**config.mk**
```make
export PLATFORM = sky130hd
export DESIGN_NAME = xbus_ctrl
export DESIGN_NICKNAME = d
export VERILOG_FILES = /design/src/rtl/xbus_pkg.sv /design/src/rtl/xbus_sector_sel.sv /design/src/rtl/xbus_wait_cnt.sv /design/src/rtl/xbus_keeper.sv /design/src/rtl/xbus_ctrl.sv
export SDC_FILE = /design/constraint.sdc
export NUM_CORES = 1
export LEC_CHECK = 0
export ABC_AREA = 1
export BUFFER_PORTS_ARGS = -buffer_cell sky130_fd_sc_hd__clkbuf_2
export CAP_MARGIN = 20
export CELL_PAD_IN_SITES_DETAIL_PLACEMENT = 1
export CELL_PAD_IN_SITES_GLOBAL_PLACEMENT = 1
export CORE_MARGIN = 5
export CORE_UTILIZATION = 35
export DETAILED_ROUTE_END_ITERATION = 8
export PLACE_DENSITY_LB_ADDON = 0.05
export SLEW_MARGIN = 20
export SYNTH_ARGS = -nofsm -noshare
export SYNTH_HDL_FRONTEND = slang
export SYNTH_SLANG_ARGS = --single-unit
```
**constraint.sdc**
```tcl
create_clock -name clk -period 2 [get_ports clk]
set_clock_uncertainty 0.1 [all_clocks]
set_input_delay 0.4 -clock clk [delete_from_list [all_inputs] [get_ports clk]]
set_output_delay 0.4 -clock clk [all_outputs]
set_load 0.02 [all_outputs]
```
**src/rtl/xbus_pkg.sv**
```systemverilog
package xbus_pkg;
    typedef enum logic [2:0] {
        XB_IDLE,
        XB_ADDR,
        XB_STRB,
        XB_WAIT,
        XB_CLOSE
    } xb_state_t;
    localparam int WS_W = 2;
endpackage

```
**src/rtl/xbus_sector_sel.sv**
```systemverilog
module xbus_sector_sel #(
    parameter int AW = 16,
    parameter int WSW = 2,
    parameter logic [AW-1:0] SPLIT = 16'h8000
) (
    input  logic [AW-1:0]  addr,
    input  logic [WSW-1:0] ws_hi,
    input  logic [WSW-1:0] ws_lo,
    output logic [WSW-1:0] ws_sel
);
    logic upper;
    assign upper  = (addr >= SPLIT);
    assign ws_sel = upper ? ws_hi : ws_lo;
endmodule

```
**src/rtl/xbus_wait_cnt.sv**
```systemverilog
module xbus_wait_cnt #(
    parameter int WSW = 2
) (
    input  logic           clk,
    input  logic           rst_n,
    input  logic           load,
    input  logic [WSW-1:0] init,
    input  logic           dec,
    output logic           zero
);
    logic [WSW-1:0] cnt_q;

    always_ff @(posedge clk or negedge rst_n) begin
        if (!rst_n)
            cnt_q <= '0;
        else if (load)
            cnt_q <= init;
        else if (dec && cnt_q != '0)
            cnt_q <= cnt_q - 1'b1;
    end

    assign zero = (cnt_q == '0);
endmodule

```
**src/rtl/xbus_keeper.sv**
```systemverilog
module xbus_keeper #(
    parameter int DW = 8
) (
    input  logic          clk,
    input  logic          rst_n,
    input  logic          drv_en,
    input  logic [DW-1:0] drv_val,
    input  logic          keep_en,
    input  logic          allow,
    output logic          oe,
    output logic [DW-1:0] val
);
    logic [DW-1:0] last_q;

    always_ff @(posedge clk or negedge rst_n) begin
        if (!rst_n)
            last_q <= '0;
        else if (drv_en)
            last_q <= drv_val;
    end

    assign oe  = drv_en | (keep_en & allow);
    assign val = drv_en ? drv_val : last_q;
endmodule

```
**src/rtl/xbus_ctrl.sv**
```systemverilog
module xbus_ctrl
    import xbus_pkg::*;
#(
    parameter int AW = 16,
    parameter int DW = 8,
    parameter logic [AW-1:0] SECTOR_SPLIT = 16'h8000
) (
    input  logic            clk,
    input  logic            rst_n,
    input  logic            req_valid,
    input  logic            req_we,
    input  logic [AW-1:0]   req_addr,
    input  logic [DW-1:0]   req_wdata,
    input  logic            req_next_ram,
    input  logic [WS_W-1:0] cfg_ws_lo,
    input  logic [WS_W-1:0] cfg_ws_hi,
    input  logic            cfg_keep,
    output logic            busy,
    output logic [DW-1:0]   rdata,
    output logic            rdata_valid,
    output logic [DW-1:0]   ad_out,
    output logic            ad_oe,
    input  logic [DW-1:0]   ad_in,
    output logic [AW-DW-1:0] addr_hi,
    output logic            ale,
    output logic            wr_n,
    output logic            rd_n
);
    localparam int HW = AW - DW;

    xb_state_t       state_q, state_d;
    logic [AW-1:0]   addr_q;
    logic [DW-1:0]   wdata_q;
    logic            we_q, hint_q;
    logic [WS_W-1:0] ws_q, ws_sel;
    logic            wait_zero, cnt_load, cnt_dec;
    logic            drv_en, keep_allow, accept;
    logic [DW-1:0]   drv_val;

    xbus_sector_sel #(.AW(AW), .WSW(WS_W), .SPLIT(SECTOR_SPLIT)) u_sector (
        .addr(req_addr), .ws_hi(cfg_ws_hi), .ws_lo(cfg_ws_lo), .ws_sel(ws_sel)
    );

    xbus_wait_cnt #(.WSW(WS_W)) u_wait (
        .clk(clk), .rst_n(rst_n), .load(cnt_load), .init(ws_q),
        .dec(cnt_dec), .zero(wait_zero)
    );

    xbus_keeper #(.DW(DW)) u_keep (
        .clk(clk), .rst_n(rst_n), .drv_en(drv_en), .drv_val(drv_val),
        .keep_en(cfg_keep), .allow(keep_allow), .oe(ad_oe), .val(ad_out)
    );

    assign accept = (state_q == XB_IDLE) && req_valid;

    // next-state logic
    always_comb begin
        state_d = state_q;
        unique case (state_q)
            XB_IDLE:  if (req_valid) state_d = XB_ADDR;
            XB_ADDR:  state_d = XB_STRB;
            XB_STRB:  state_d = XB_WAIT;
            XB_WAIT:  if (wait_zero) state_d = XB_CLOSE;
            XB_CLOSE: state_d = XB_IDLE;
            default:  state_d = XB_IDLE;
        endcase
    end

    // state register and access capture
    always_ff @(posedge clk or negedge rst_n) begin
        if (!rst_n) begin
            state_q <= XB_IDLE;
            addr_q  <= '0;
            wdata_q <= '0;
            we_q    <= 1'b0;
            hint_q  <= 1'b0;
            ws_q    <= '0;
            rdata   <= '0;
        end else begin
            state_q <= state_d;
            if (accept) begin
                addr_q  <= req_addr;
                wdata_q <= req_wdata;
                we_q    <= req_we;
                hint_q  <= req_next_ram;
                ws_q    <= ws_sel;
            end
            if (state_q == XB_WAIT && wait_zero && !we_q)
                rdata <= ad_in;
        end
    end

    // outputs
    always_comb begin
        ale         = 1'b0;
        wr_n        = 1'b1;
        rd_n        = 1'b1;
        drv_en      = 1'b0;
        drv_val     = wdata_q;
        keep_allow  = 1'b0;
        cnt_load    = 1'b0;
        cnt_dec     = 1'b0;
        rdata_valid = 1'b0;
        busy        = 1'b1;
        unique case (state_q)
            XB_IDLE: begin
                busy       = 1'b0;
                keep_allow = 1'b1;
            end
            XB_ADDR: begin
                ale     = 1'b1;
                drv_en  = 1'b1;
                drv_val = addr_q[DW-1:0];
            end
            XB_STRB: begin
                cnt_load = 1'b1;
                drv_en   = we_q;
                wr_n     = ~we_q;
                rd_n     = we_q;
            end
            XB_WAIT: begin
                cnt_dec = 1'b1;
                drv_en  = we_q;
                wr_n    = ~we_q;
                rd_n    = we_q;
            end
            XB_CLOSE: begin
                ale         = hint_q;
                keep_allow  = 1'b1;
                rdata_valid = ~we_q;
            end
            default: busy = 1'b0;
        endcase
    end

    assign addr_hi = addr_q[AW-1:DW];


    strobe_excl_chk: assert property (@(posedge clk) disable iff (!rst_n)
        !(!rd_n && !wr_n));

    ale_quiet_chk: assert property (@(posedge clk) disable iff (!rst_n)
        (!rd_n || !wr_n) |-> !ale);

    read_release_chk: assert property (@(posedge clk) disable iff (!rst_n)
        !rd_n |-> !ad_oe);

    start_ale_chk: assert property (@(posedge clk) disable iff (!rst_n)
        (!busy && req_valid) |=> (ale && busy && rd_n && wr_n));

    wait_hold_chk: assert property (@(posedge clk) disable iff (!rst_n)
        (state_q == XB_WAIT && !wait_zero) |=> (state_q == XB_WAIT));

    req_ignored_chk: assert property (@(posedge clk) disable iff (!rst_n)
        busy |=> $stable(addr_hi));

    keep_stable_chk: assert property (@(posedge clk) disable iff (!rst_n)
        (cfg_keep && !busy && $past(!busy) && $past(cfg_keep)) |-> (ad_oe && $stable(ad_out)));
endmodule

```
# == Word-level counts from Yosys, hierarchy flattened ==
# Cells that the tools add are included.
# totals
register_bits,49
in_bits,42
out_inout_bits,30
# op_classes
add_sub_neg,1
magnitude_cmp,1
n_eq_ne,6
muxes,17
bitwise,3
n_reduce_logical,13
# ops
op,count
>= comparator 16 bit (second input constant),1
two-way mux 8 bit,2
case mux 3 bit (4 select lines),1
two-way mux 1 bit,7
equality test 3 x 2 -> 1 bit (second input constant),2
two-way mux 2 bit,3
two-way mux 3 bit,2
logical AND 1 bit,4
inequality test 2 bit (second input constant),2
case mux 1 bit (2 select lines),2
nonzero test 2 bit,2
OR reduction 2 bit,2
OR reduction 4 bit,1
equality test 3 x 1 -> 1 bit (second input constant),1
equality test 3 bit (second input constant),1
logical NOT 3 bit,1
logical NOT 2 bit,1
AND reduction 2 bit,1
subtractor 2 x 1 -> 2 bit (second input constant),1
AND 1 bit,1
logical NOT 1 bit,1
NOT 1 bit,1
bitwise OR 1 bit,1

# == Depth between registers and ports, before layout ==
# Gate-level depths: netlist of the first run.
# logic_depth
ltp_word,5
mapped_depth,7

# == By module ==
# Synthesis of the first run repeated with hierarchy kept, for this count alone.
# hier_totals
hier_cells,282
area_unflattened_um2,2353.5
# by_module_without_submodules
module,instances,cells_per_inst,area_each_um2
xbus_ctrl,1,220,1886.8
xbus_keeper,1,36,312.8
xbus_wait_cnt,1,19,127.6
xbus_sector_sel,1,7,26.3

# == Worst setup path after synthesis of the first run ==
# Ideal clock, no wire load.
# synth_timing
kind,flip-flop to output port
from,register state_q[0]
to,output port ad_out[1]
t_arrival_ns,1.238
t_required_ns,1.500
setup_slack_ns,0.262
stages_incl_launch_ff,8
n_path_buf,1
cell_sequence,dfrtp_1 nor2_1 nand2_2 nand2_1 nand2_1 buf_6 nand3_1 nand2_1
# synth_between
elab_chain_len,4
elab_cells_between_ends,7
cone_classes,eq/ne (3); mux (3); reduce/logical (1)
# synth_rtl
element,line,source
"start, declared",xbus_ctrl.sv:31,"xb_state_t state_q, state_d;"
"start signal, assigned",xbus_ctrl.sv:80,state_q <= state_d;
equality test 3 x 2 -> 1 bit,xbus_ctrl.sv:105,unique case (state_q)
OR reduction 2 bit (no source line),-,
case mux 1 bit (2 select lines),xbus_ctrl.sv:105,
two-way mux 8 bit *,xbus_keeper.sv:23,assign val = drv_en ? drv_val : last_q;
"end, declared",xbus_ctrl.sv:21,"output logic [DW-1:0] ad_out,"
# Mark *: on every way between the ends. The rest lies on a longest branch, timed or not.

# == Worst setup path after layout of the first run ==
# layout_timing
from,register state_q[2]
to,output port ad_out[1]
# Same word-level chain as after synthesis.

==> metrics.md, run 1 <==
| Metric | Value |
|---|---|
| RSZ-0062 raised after global routing | `yes` |
| Crit path DAT | `about 1700 ps` |
| Synth Net Count | `slightly above 300` |
| Min cycle time layout | `2162 ps` |
| IO Port Bufs | `71` |
| Pwr Density | `1946 nW/um2` |
| GRT Util Overall | `0.1601` |
| Max FO, Critical Path | `6` |
| Vias per cell | `4.592` |
| Routed via count | `approximately 2000` |
| Post-synthesis cell area | `2231 um2` |
| Tightest Pin Transition | `466.1 ps` |
| Die height | `approximately 90 um` |
| Largest net degree at the start of global routing | `24` |
| CP endpoint kind | `primary output` |
| Setup TNS | `-1409 ps` |
| Seq cells post-synth | `49` |
| Global placer's final weighted congestion | `0.8443` |
| Footprint of the multi-input gates | `940.9 um2` |
| WS Path Type | `reg2out` |
| Sequential fraction of the synthesis area | `0.5496` |
| Residual DRC | `0` |
| CTS root buf | `clkbuf_8` |
| Avg WL per Cell | `14.40 um` |
| Die width | `89.84 um` |
| Number of global-route vias before repair | `approximately 2200` |
| Clock transition at path regs | `around 90 ps` |
| Failing checks | `negative setup slack` |
| # H-tree levels | `2` |
| Core footprint | `around 6300 um2` |
| Antenna violations before repair | `0` |
| Post-route ant nets | `0` |
| Clk_lat worst skew | `300 ps` |
| Top Ports | `72` |
| Row cnt | `29` |
| Die ar. | `8070 um2` |
| Area Growth Syn to Fin | `46.61%` |
| Initial core utilization | `0.3554` |
| Fmax | `462.5 MHz` |
| CTS tree | `done` |
| Worst min path class | `in2reg` |
| Leakage | `1.781 nW` |
| Total global routing overflow | `0` |
| Main synth FF type | `dfrtp_1` |
| Post-synth ARST share | `1.000` |
| Hold Vio Cnt, Final | `0` |
| Pre-Repair DR Iteration Count | `4` |
| Post-synth top area cell | `dfrtp_1` |
| Final critical-path share of the clock period | `1.081` |
| YS warnings | `0` |
| Num CTS Buffers | `5` |
| Max VDD drop | `1.012 mV` |
| Startpoint Class | `flip-flop` |
| MaxCap Viol Count | `0` |
| Clock net sink count | `49` |
| Status | `complete, but fails checks` |
| Clk buf depth | `2` |
| Worst setup margin | `-162.0 ps` |
| Post-Syn Instances | `267` |
| Final nets | `401` |
| Total wire length | `6.278 mm` |
| Detailed placement HPWL | `4.164 mm` |
| First-pass GRT wire length | `10.67 mm` |
| Final Setup Violations | `10` |
| Starting DRT DRC Count | `50` |
| Area fraction of the dominant cell type after synthesis | `0.5496` |
| Fin. max-slew vios | `0` |
| Top cells by area, synth | `dfrtp_1, nand2_1, o21ai_0, nand3_1, inv_1` |
| Worst EP required | `about 1500 ps` |
| Post-placement cell count | `409` |
| Reg area | `1227 um2` |
| Antenna Cells | `0` |
| Final Non-Filler Cells | `436` |
| Slew HR | `0.6892` |
| Place WS | `94.11 ps` |
| Number of flops mapped to enable cells by yosys | `0` |
| Layout fillers | `767` |
| Syn avg cell area | `8.355 um2` |
| Layout cells sized above 1 | `0.3928` |
| Fin util | `0.5210` |
| Yosys cell types | `19` |
## critical path, stage by stage, from the launching register on
cell and delay (ps):
dfrtp_1 430, buf_6 140, nor2_4 140, nand2_4 80, nand2_4 80, nand2_4 80
buf_6 150, nand3_2 60, nand2_2 70, buf_8 130
## cell families after synthesis
kind of cell / count (synthesis) / synth area share
buf+inv: 41 / 0.09758
simple gates: 152 / 0.2933
fa+ha+maj: 1 / 0.005608
compound gates: 24 / 0.05384
flops: 49 / 0.5496
## sequential cells by signal, indices dropped and copies added, names as in the netlist
signal	flops
addr_q	16
hint_q	1
rdata	8
state_q	3
u_keep.last_q	8
u_wait.cnt_q	2
wdata_q	8
we_q	1
ws_q	2
## repair_timing
| item | in CTS | in global routing |
|---|---|---|
| cloned | 2 | 0 |
| hold buffers | 1 | 0 |
| pin swaps | 7 | 9 |
| hold endpoints to repair | 15 | 0 |
| gates resized for setup | 51 | 40 |
| setup endpoints to repair | 10 | 12 |
| setup buffers | 9 | 9 |
## final timing paths
kind	startpoint	slack (ps)	endpoint	cells past startpoint
setup / recovery	state_q[2]$_DFFE_PN0P_	-160	ad_out[1]	9
hold / removal	req_addr[14]	190	addr_q[14]$_DFFE_PN0P_	3
setup reg to reg	state_q[2]$_DFFE_PN0P_	310	u_keep.last_q[1]$_DFF_PN0_	10
hold reg to reg	addr_q[13]$_DFFE_PN0P_	380	addr_q[13]$_DFFE_PN0P_	2
max in group asynchronous	rst_n	710	state_q[0]$_DFFE_PN0P_	3
min in group asynchronous	rst_n	470	rdata[6]$_DFFE_PN0P_	2
## power breakdown
| group | internal, W | switching, W | total, W | leakage (nW) |
|---|---|---|---|---|
| combinational | 0.00179 | 0.00213 | 0.00392 | 1.11 |
| clock | 0.000408 | 0.000329 | 0.000737 | 0.0585 |
| sequential | 0.00146 | 0.000240 | 0.00170 | 0.609 |
## cell usage after synthesis, types with 2 or more instances
cell and n:
nand2_1 121, dfrtp_1 49, o21ai_0 23, inv_1 22, nand3_1 19, buf_4 10, nor2_1 4, buf_2 3
buf_6 3, clkbuf_1 2, nand2_2 2, nand3_4 2
## cells in the final DEF, fill, tap and decap left out, types with 2 or more instances in the layout
master,netlist,final
buf_16,0,2
buf_12,0,3
nand3_4,2,5
inv_2,1,2
o21ai_2,0,2
o21ai_1,0,6
buf_2,3,2
inv_1,22,21
dfrtp_1,49,48
nor2_1,4,3
nand2_2,2,7
nand2_1,121,110
buf_4,10,20
nand3_2,0,7
o21ai_0,23,15
buf_6,3,6
clkbuf_2,0,57
buf_8,0,11
nor2_4,1,2
nand3_1,19,9
nand2_4,0,5
clkbuf_8,0,6
## metal layers
| metal | global-route usage | wire length (um) |
|---|---|---|
| met5 | 0 | 0 |
| met4 | 0.03401 | 74 |
| met3 | 0.04007 | 332 |
| met2 | 0.2683 | 3188 |
| met1 | 0.2087 | 2683 |
## stage by stage
stage / area (um2) / hold slack (ps) / total power (W)
finish: 3271 / 190.4 / 0.006363
global route: 3271 / 182.0 / 0.006861
CTS: 3075 / 180.8 / 0.005857
detailed placement: 2666 / 275.6 / 0.004331
global placement: 2666 / 271.5 / 0.004260
floorplan: 2231 / 4.409 / 0.003502
## layout make-up
| cell class | instances | share of cell area |
|---|---|---|
| clock buffer | 7 | 0.02640 |
| clock inverter | 1 | 0.009181 |
| multi-input combinational | 177 | 0.2877 |
| timing repair buffer | 102 | 0.2456 |
| inverter | 23 | 0.02640 |
| tap | 77 | 0.02946 |
| sequential | 49 | 0.3753 |
Power figures use the tool's default switching activity.
==> run 2, diff against run 1 <==
- CELL_PAD_IN_SITES_DETAIL_PLACEMENT: 1 -> 2
- CELL_PAD_IN_SITES_GLOBAL_PLACEMENT: 1 -> 2
- CORE_UTILIZATION: 35 -> 28
==> run 2 against run 1 <==
Net effect: the flow still finishes with violations (negative setup slack); via count grew 0.65%; sequential share of layout area grew 0.29 points; flip-flop and latch count unchanged; non-clock buffer count shrank 3; sequential power about the same; power is 2.0% lower; utilization down 10 points; cell count grew 5.0%; largest power group unchanged; highest routed layer unchanged.
==> metrics.md, run 2 (same netlist as run 1, synthesis figures left out) <==
| Metric | Value |
|---|---|
| Status | `complete, but fails checks` |
| Failing checks | `negative setup slack` |
| Starting DRT DRC Count | `36` |
| Routed via count | `2015` |
| Total global routing overflow | `0` |
| Post-route ant nets | `0` |
| Hold depth | `3` |
| Min-delay src | `req_wdata[1]` |
| Max reg flops | `16` |
| R2R cell count | `9` |
| Crit path DAT | `1610 ps` |
| Die width | `approximately 99 um` |
| Layout cells sized above 1 | `0.4101` |
| Vias per cell | `between 4 and 5` |
| Largest net degree at the start of global routing | `50` |
| Final nets | `398` |
| CTS root buf | `clkbuf_8` |
| Antenna Cells | `0` |
| Worst EP required | `1500 ps` |
| Total wire length | `around 6.7 mm` |
| Fin. max-slew vios | `0` |
| Detailed placement HPWL | `4.491 mm` |
| Pre-Repair DR Iteration Count | `4` |
| Worst setup margin | `-114.3 ps` |
| Pwr Density | `1922 nW/um2` |
| MaxCap Viol Count | `0` |
| Clock transition at path regs | `90 ps` |
| Clock net sink count | `49` |
| Core footprint | `7727 um2` |
| Antenna violations before repair | `0` |
| First-pass GRT wire length | `~11 mm` |
| RR Endpoint | `u_keep.last_q[1]$_DFF_PN0_` |
| Commonest non-fill, non-tap cells in the layout | `nand2_1, clkbuf_2, dfrtp_1, inv_1, buf_4` |
| Top Ports | `72` |
| Final Setup Violations | `11` |
| Area Growth Syn to Fin | `45.48%` |
| Min cycle time layout | `about 2100 ps` |
| CTS tree | `done` |
| Worst min path class | `in2reg` |
| Max FO, Critical Path | `6` |
| Leakage | `1.742 nW` |
| Top reg by flops | `addr_q` |
| R2r setup slk | `370 ps` |
| RSZ-0062 raised after global routing | `yes` |
| Residual DRC | `0` |
| Row cnt | `32` |
| Commonest non-fill, non-tap cell in the layout | `nand2_1` |
| Die ar. | `between 9000 and 10000 um2` |
| Clk_lat worst skew | `300 ps` |
| Final critical-path share of the clock period | `1.057` |
| Initial core utilization | `0.2887` |
| GRT Util Overall | `0.1350` |
| Startpoint Class | `flip-flop` |
| Number of global-route vias before repair | `2225` |
| WS Path Type | `reg2out` |
| # H-tree levels | `2` |
| Fin util | `0.4200` |
| Max VDD drop | `0.6986 mV` |
| Num CTS Buffers | `5` |
| Die height | `99.26 um` |
| Avg WL per Cell | `14.72 um` |
| Clk buf depth | `2` |
| Global placer's final weighted congestion | `0.7213` |
| Post-placement cell count | `~430` |
| Slew HR | `0.8088` |
| Critical register-to-register path startpoint | `state_q[0]$_DFFE_PN0P_` |
| Fmax | `473.0 MHz` |
| IO Port Bufs | `71` |
| Tightest Pin Transition | `286.1 ps` |
| Worst hold endpoint | `wdata_q[1]$_DFFE_PN0P_` |
| Place WS | `50.25 ps` |
| Hold Vio Cnt, Final | `0` |
| CP endpoint kind | `primary output` |
| Fin Hold WS | `184.4 ps` |
| Final Non-Filler Cells | `458` |
run 2: changes by cell type in the layout (fill, tap and decap cells not counted), sizes merged:
cell	previous run	this run
buf	44	39
clkbuf	64	66
run 2: worst max path at each step:
stage	from	endpoint	slack, ps	depth (start not counted)
detailed placement	state_q[0]$_DFFE_PN0P_	ad_out[5]	50	8
floorplan	state_q[0]$_DFFE_PN0P_	ad_out[1]	260	7
global placement	state_q[0]$_DFFE_PN0P_	ad_out[5]	100	6
finish	state_q[0]$_DFFE_PN0P_	ad_out[1]	-110	8
global route	state_q[0]$_DFFE_PN0P_	ad_out[5]	-200	8
CTS	state_q[2]$_DFFE_PN0P_	ad_out[1]	-120	9
run 2: final cells by class:
type                       instances  area (um2)
fill                             878        4482
timing repair buffer              99       737.0
clock buffer                       7       86.33
inverter                          23       86.33
tap                              102       127.6
sequential                        49        1227
clock inverter                     1       30.03
multi-input combinational        177       950.9
run 2: per-stage QoR:
| step | area (um2) | total power (W) | TNS (ps) |
|---|---|---|---|
| after floorplan | 2231 | 0.003502 | 0 |
| after global placement | 2710 | 0.004325 | 0 |
| after detailed placement | 2710 | 0.004400 | 0 |
| after CTS | 3059 | 0.005764 | -924.6 |
| after global routing | 3246 | 0.006713 | -1891 |
| final | 3246 | 0.006239 | -930.4 |
run 2: critical path, cell delays in order (launching register included):
cell,delay (ps)
dfrtp_2,500
nor2_4,150
nand2_2,90
nand2_4,90
nand2_8,70
buf_8,150
nand3_2,60
nand2_2,70
buf_8,130
run 2: repair_timing:
action	in CTS	in global routing
endpoints found under the setup margin	11	13
setup buffers	6	8
pin swaps	10	11
hold buffers	1	0
cloned	0	1
gates resized for setup	48	43
hold endpoints to repair	35	0
run 2: layer usage:
metal / GRT usage / vias up / routed length, um
li1: - / 989 / -
met1: 0.1694 / 980 / 3030
met2: 0.2350 / 41 / 3373
met3: 0.02735 / 5 / 261
met4: 0.03782 / 0 / 76
met5: 0 / - / 0
run 2: report_power, final:
part           switching [W]  internal [W]
logic                0.00212       0.00165
registers           0.000260       0.00146
clock network       0.000341      0.000408
==> run 3, diff against run 2 <==
--- a/config.mk
+++ b/config.mk
@@ -7,12 +7,13 @@
 export LEC_CHECK = 0
 export ABC_AREA = 1
-export BUFFER_PORTS_ARGS = -buffer_cell sky130_fd_sc_hd__clkbuf_2
 export CAP_MARGIN = 20
 export CELL_PAD_IN_SITES_DETAIL_PLACEMENT = 2
 export CELL_PAD_IN_SITES_GLOBAL_PLACEMENT = 2
 export CORE_MARGIN = 5
-export CORE_UTILIZATION = 28
+export CORE_UTILIZATION = 35
 export DETAILED_ROUTE_END_ITERATION = 8
+export DONT_BUFFER_PORTS = 1
 export PLACE_DENSITY_LB_ADDON = 0.05
+export SETUP_SLACK_MARGIN = 0.1
 export SLEW_MARGIN = 20
 export SYNTH_ARGS = -nofsm -noshare
==> constraint.sdc (replaced) <==
create_clock -name clk -period 2 [get_ports clk]
set_clock_uncertainty 0.1 [all_clocks]
set_input_delay 0.2 -clock clk [delete_from_list [all_inputs] [get_ports clk]]
set_output_delay 0.2 -clock clk [all_outputs]
set_load 0.02 [all_outputs]
==> run 3 against run 2 <==
Net effect: the flow now finishes without violations; sequential share of layout area increased by 1.5 points; cell area is 3.6% lower; setup slack better by 180 ps; highest routed layer unchanged; worst hold slack lost 150 ps; sequential power up 13%; via count down 5.3%; flip-flop and latch count unchanged; count of clock-buffer cells in the layout is the same; critical path type unchanged; critical endpoint is now ad_out[3]; utilization grew 7.8 points; critical path depth decreased by 2.
==> metrics.md, run 3 (same netlist as run 1, synthesis figures left out) <==
| Metric | Value |
|---|---|
| CP endpoint kind | `primary output` |
| Antenna violations before repair | `0` |
| Residual DRC | `0` |
| RSZ-0062 raised after global routing | `yes` |
| Min cycle time layout | `1937 ps` |
| Row cnt | `29` |
| Total wire length | `7.093 mm` |
| Die width | `approximately 90 um` |
| Commonest non-fill, non-tap cells in the layout | `nand2_1, dfrtp_1, dlygate4sd3_1, inv_1, o21ai_0` |
| Fin. max-slew vios | `0` |
| Critical register-to-register path startpoint | `state_q[1]$_DFFE_PN0P_` |
| Worst min path class | `in2reg` |
| RR Endpoint | `we_q$_DFFE_PN0P_` |
| Tightest Pin Transition | `459.2 ps` |
| Global placer's final weighted congestion | `0.6971` |
| R2R cell count | `7` |
| Clock transition at path regs | `90 ps` |
| Top reg by flops | `addr_q` |
| Pre-Repair DR Iteration Count | `4` |
| Max FO, Critical Path | `7` |
| Top Ports | `slightly above 70` |
| Avg WL per Cell | `18.05 um` |
| Total global routing overflow | `0` |
| Pwr Density | `about 1800 nW/um2` |
| CTS root buf | `clkbuf_8` |
| Starting DRT DRC Count | `29` |
| Antenna Cells | `0` |
| WS Path Type | `reg2out` |
| Die ar. | `approximately 8100 um2` |
| Clock net sink count | `49` |
| CTS tree | `done` |
| # H-tree levels | `2` |
| R2r setup slk | `350 ps` |
| Hold Vio Cnt, Final | `0` |
| Number of global-route vias before repair | `2111` |
| Final Setup Violations | `0` |
| Hold depth | `3` |
| MaxCap Viol Count | `0` |
| Largest net degree at the start of global routing | `50` |
| Initial core utilization | `0.3554` |
| Clk buf depth | `2` |
| Status | `complete, no violations` |
| Post-route ant nets | `0` |
| Core footprint | `6277 um2` |
| Leakage | `between 1.5 and 2 nW` |
| Clk_lat worst skew | `300 ps` |
| Startpoint Class | `flip-flop` |
| GRT Max-Usage Layer | `met2` |
| Fmax | `about 520 MHz` |
| Final critical-path share of the clock period | `0.9684` |
| Fin util | `0.4983` |
| Vias per cell | `4.858` |
| Met3 Usage GRT | `0.04007` |
| Worst hold endpoint | `ws_q[1]$_DFFE_PN0P_` |
| Num CTS Buffers | `5` |
| Met2 layer usage reported by global route | `0.2951` |
| Max reg flops | `16` |
| First-pass GRT wire length | `10.90 mm` |
| Final Non-Filler Cells | `393` |
| Worst EP required | `between 1500 and 2000 ps` |
| Crit path DAT | `1640 ps` |
| Routed via count | `between 1500 and 2000` |
| Layout cells sized above 1 | `0.2152` |
| Min-delay src | `req_addr[15]` |
| Area Growth Syn to Fin | `40.21%` |
| Fin Hold WS | `around 32 ps` |
| Worst setup margin | `63.12 ps` |
| Max VDD drop | `approximately 0.78 mV` |
| Place WS | `134.5 ps` |
| GRT Util Overall | `0.1646` |
| IO Port Bufs | `0` |
| Commonest non-fill, non-tap cell in the layout | `nand2_1` |
| Final Power | `about 0.0057 W` |
| Slew HR | `0.6928` |
| Final nets | `358` |
| Die height | `approximately 90 um` |
| Post-placement cell count | `~330` |
| M1 GR Usage | `0.1954` |
| Detailed placement HPWL | `3.945 mm` |
==> run 3: cell types whose count changed in the layout (fill, tap and decap cells not counted), moves of 3 or more <==
| cell | previous run | this run |
|---|---|---|
| nand2_1 | 101 | 104 |
| buf_8 | 8 | 1 |
| nand2_2 | 18 | 8 |
| dlygate4sd3_1 | 1 | 36 |
| buf_6 | 7 | 3 |
| nand3_2 | 8 | 4 |
| buf_4 | 19 | 14 |
| nand3_1 | 9 | 13 |
| clkbuf_2 | 58 | 0 |
| nand2_4 | 2 | 9 |
==> run 3: repair_timing <==
| action | in CTS | in global routing |
|---|---|---|
| gates resized for setup | 28 | 33 |
| pin swaps | 7 | 11 |
| hold buffers | 37 | 0 |
| endpoints found under the hold margin | 84 | 0 |
| setup buffers | 8 | 4 |
| gates cloned | 1 | 1 |
| endpoints found under the setup margin | 10 | 12 |
==> run 3: report_power, final <==
part           total [W]  switching (W)  internal [W]
Clock           0.000747       0.000339      0.000408
Sequential       0.00195       0.000481       0.00146
Combinational    0.00297        0.00185       0.00112
Total            0.00566        0.00267       0.00300
==> run 3: stage by stage <==
step,instance area (um2),TNS [ps]
2_1_floorplan,2231,0
3_3_place_gp,2281,0
3_5_place_dp,2281,0
4_1_cts,2944,0
5_1_grt,3128,-20.09
6_report,3128,0
==> run 3: layer usage <==
layer  vias up  share of wire
met4         0          0.017
met3         9          0.058
met2        52           0.50
met5         -              0
li1        915              -
met1       933           0.43
==> run 3: final cells by class <==
| class | count | area (um2) |
|---|---|---|
| flip-flops and latches | 49 | 1229 |
| well taps | 77 | 96.34 |
| fillers | 671 | 3149 |
| clock buffers | 7 | 86.33 |
| clock inverters | 1 | 30.03 |
| inverters | 23 | 86.33 |
| repair buffers | 59 | 634.4 |
| multi-input cells | 177 | 965.9 |
==> run 3: worst max path at each step <==
stage | startpoint | to | slack (ps)
after detailed placement | state_q[0]$_DFFE_PN0P_ | ad_out[4] | 130
final | state_q[2]$_DFFE_PN0P_ | ad_out[3] | 60
after global placement | state_q[2]$_DFFE_PN0P_ | ad_out[2] | 120
after CTS | state_q[0]$_DFFE_PN0P_ | ad_out[2] | 90
after floorplan | state_q[0]$_DFFE_PN0P_ | ad_out[1] | 460
after global routing | state_q[2]$_DFFE_PN0P_ | ad_out[3] | -20
==> run 3: worst max-delay path, cell delays in order (launching register included) <==
cell and delay (ps):
dfrtp_1 430, inv_2 140, nand3_4 170, clkbuf_16 220
o21ai_1 170, nand2_2 80, nand2_2 130
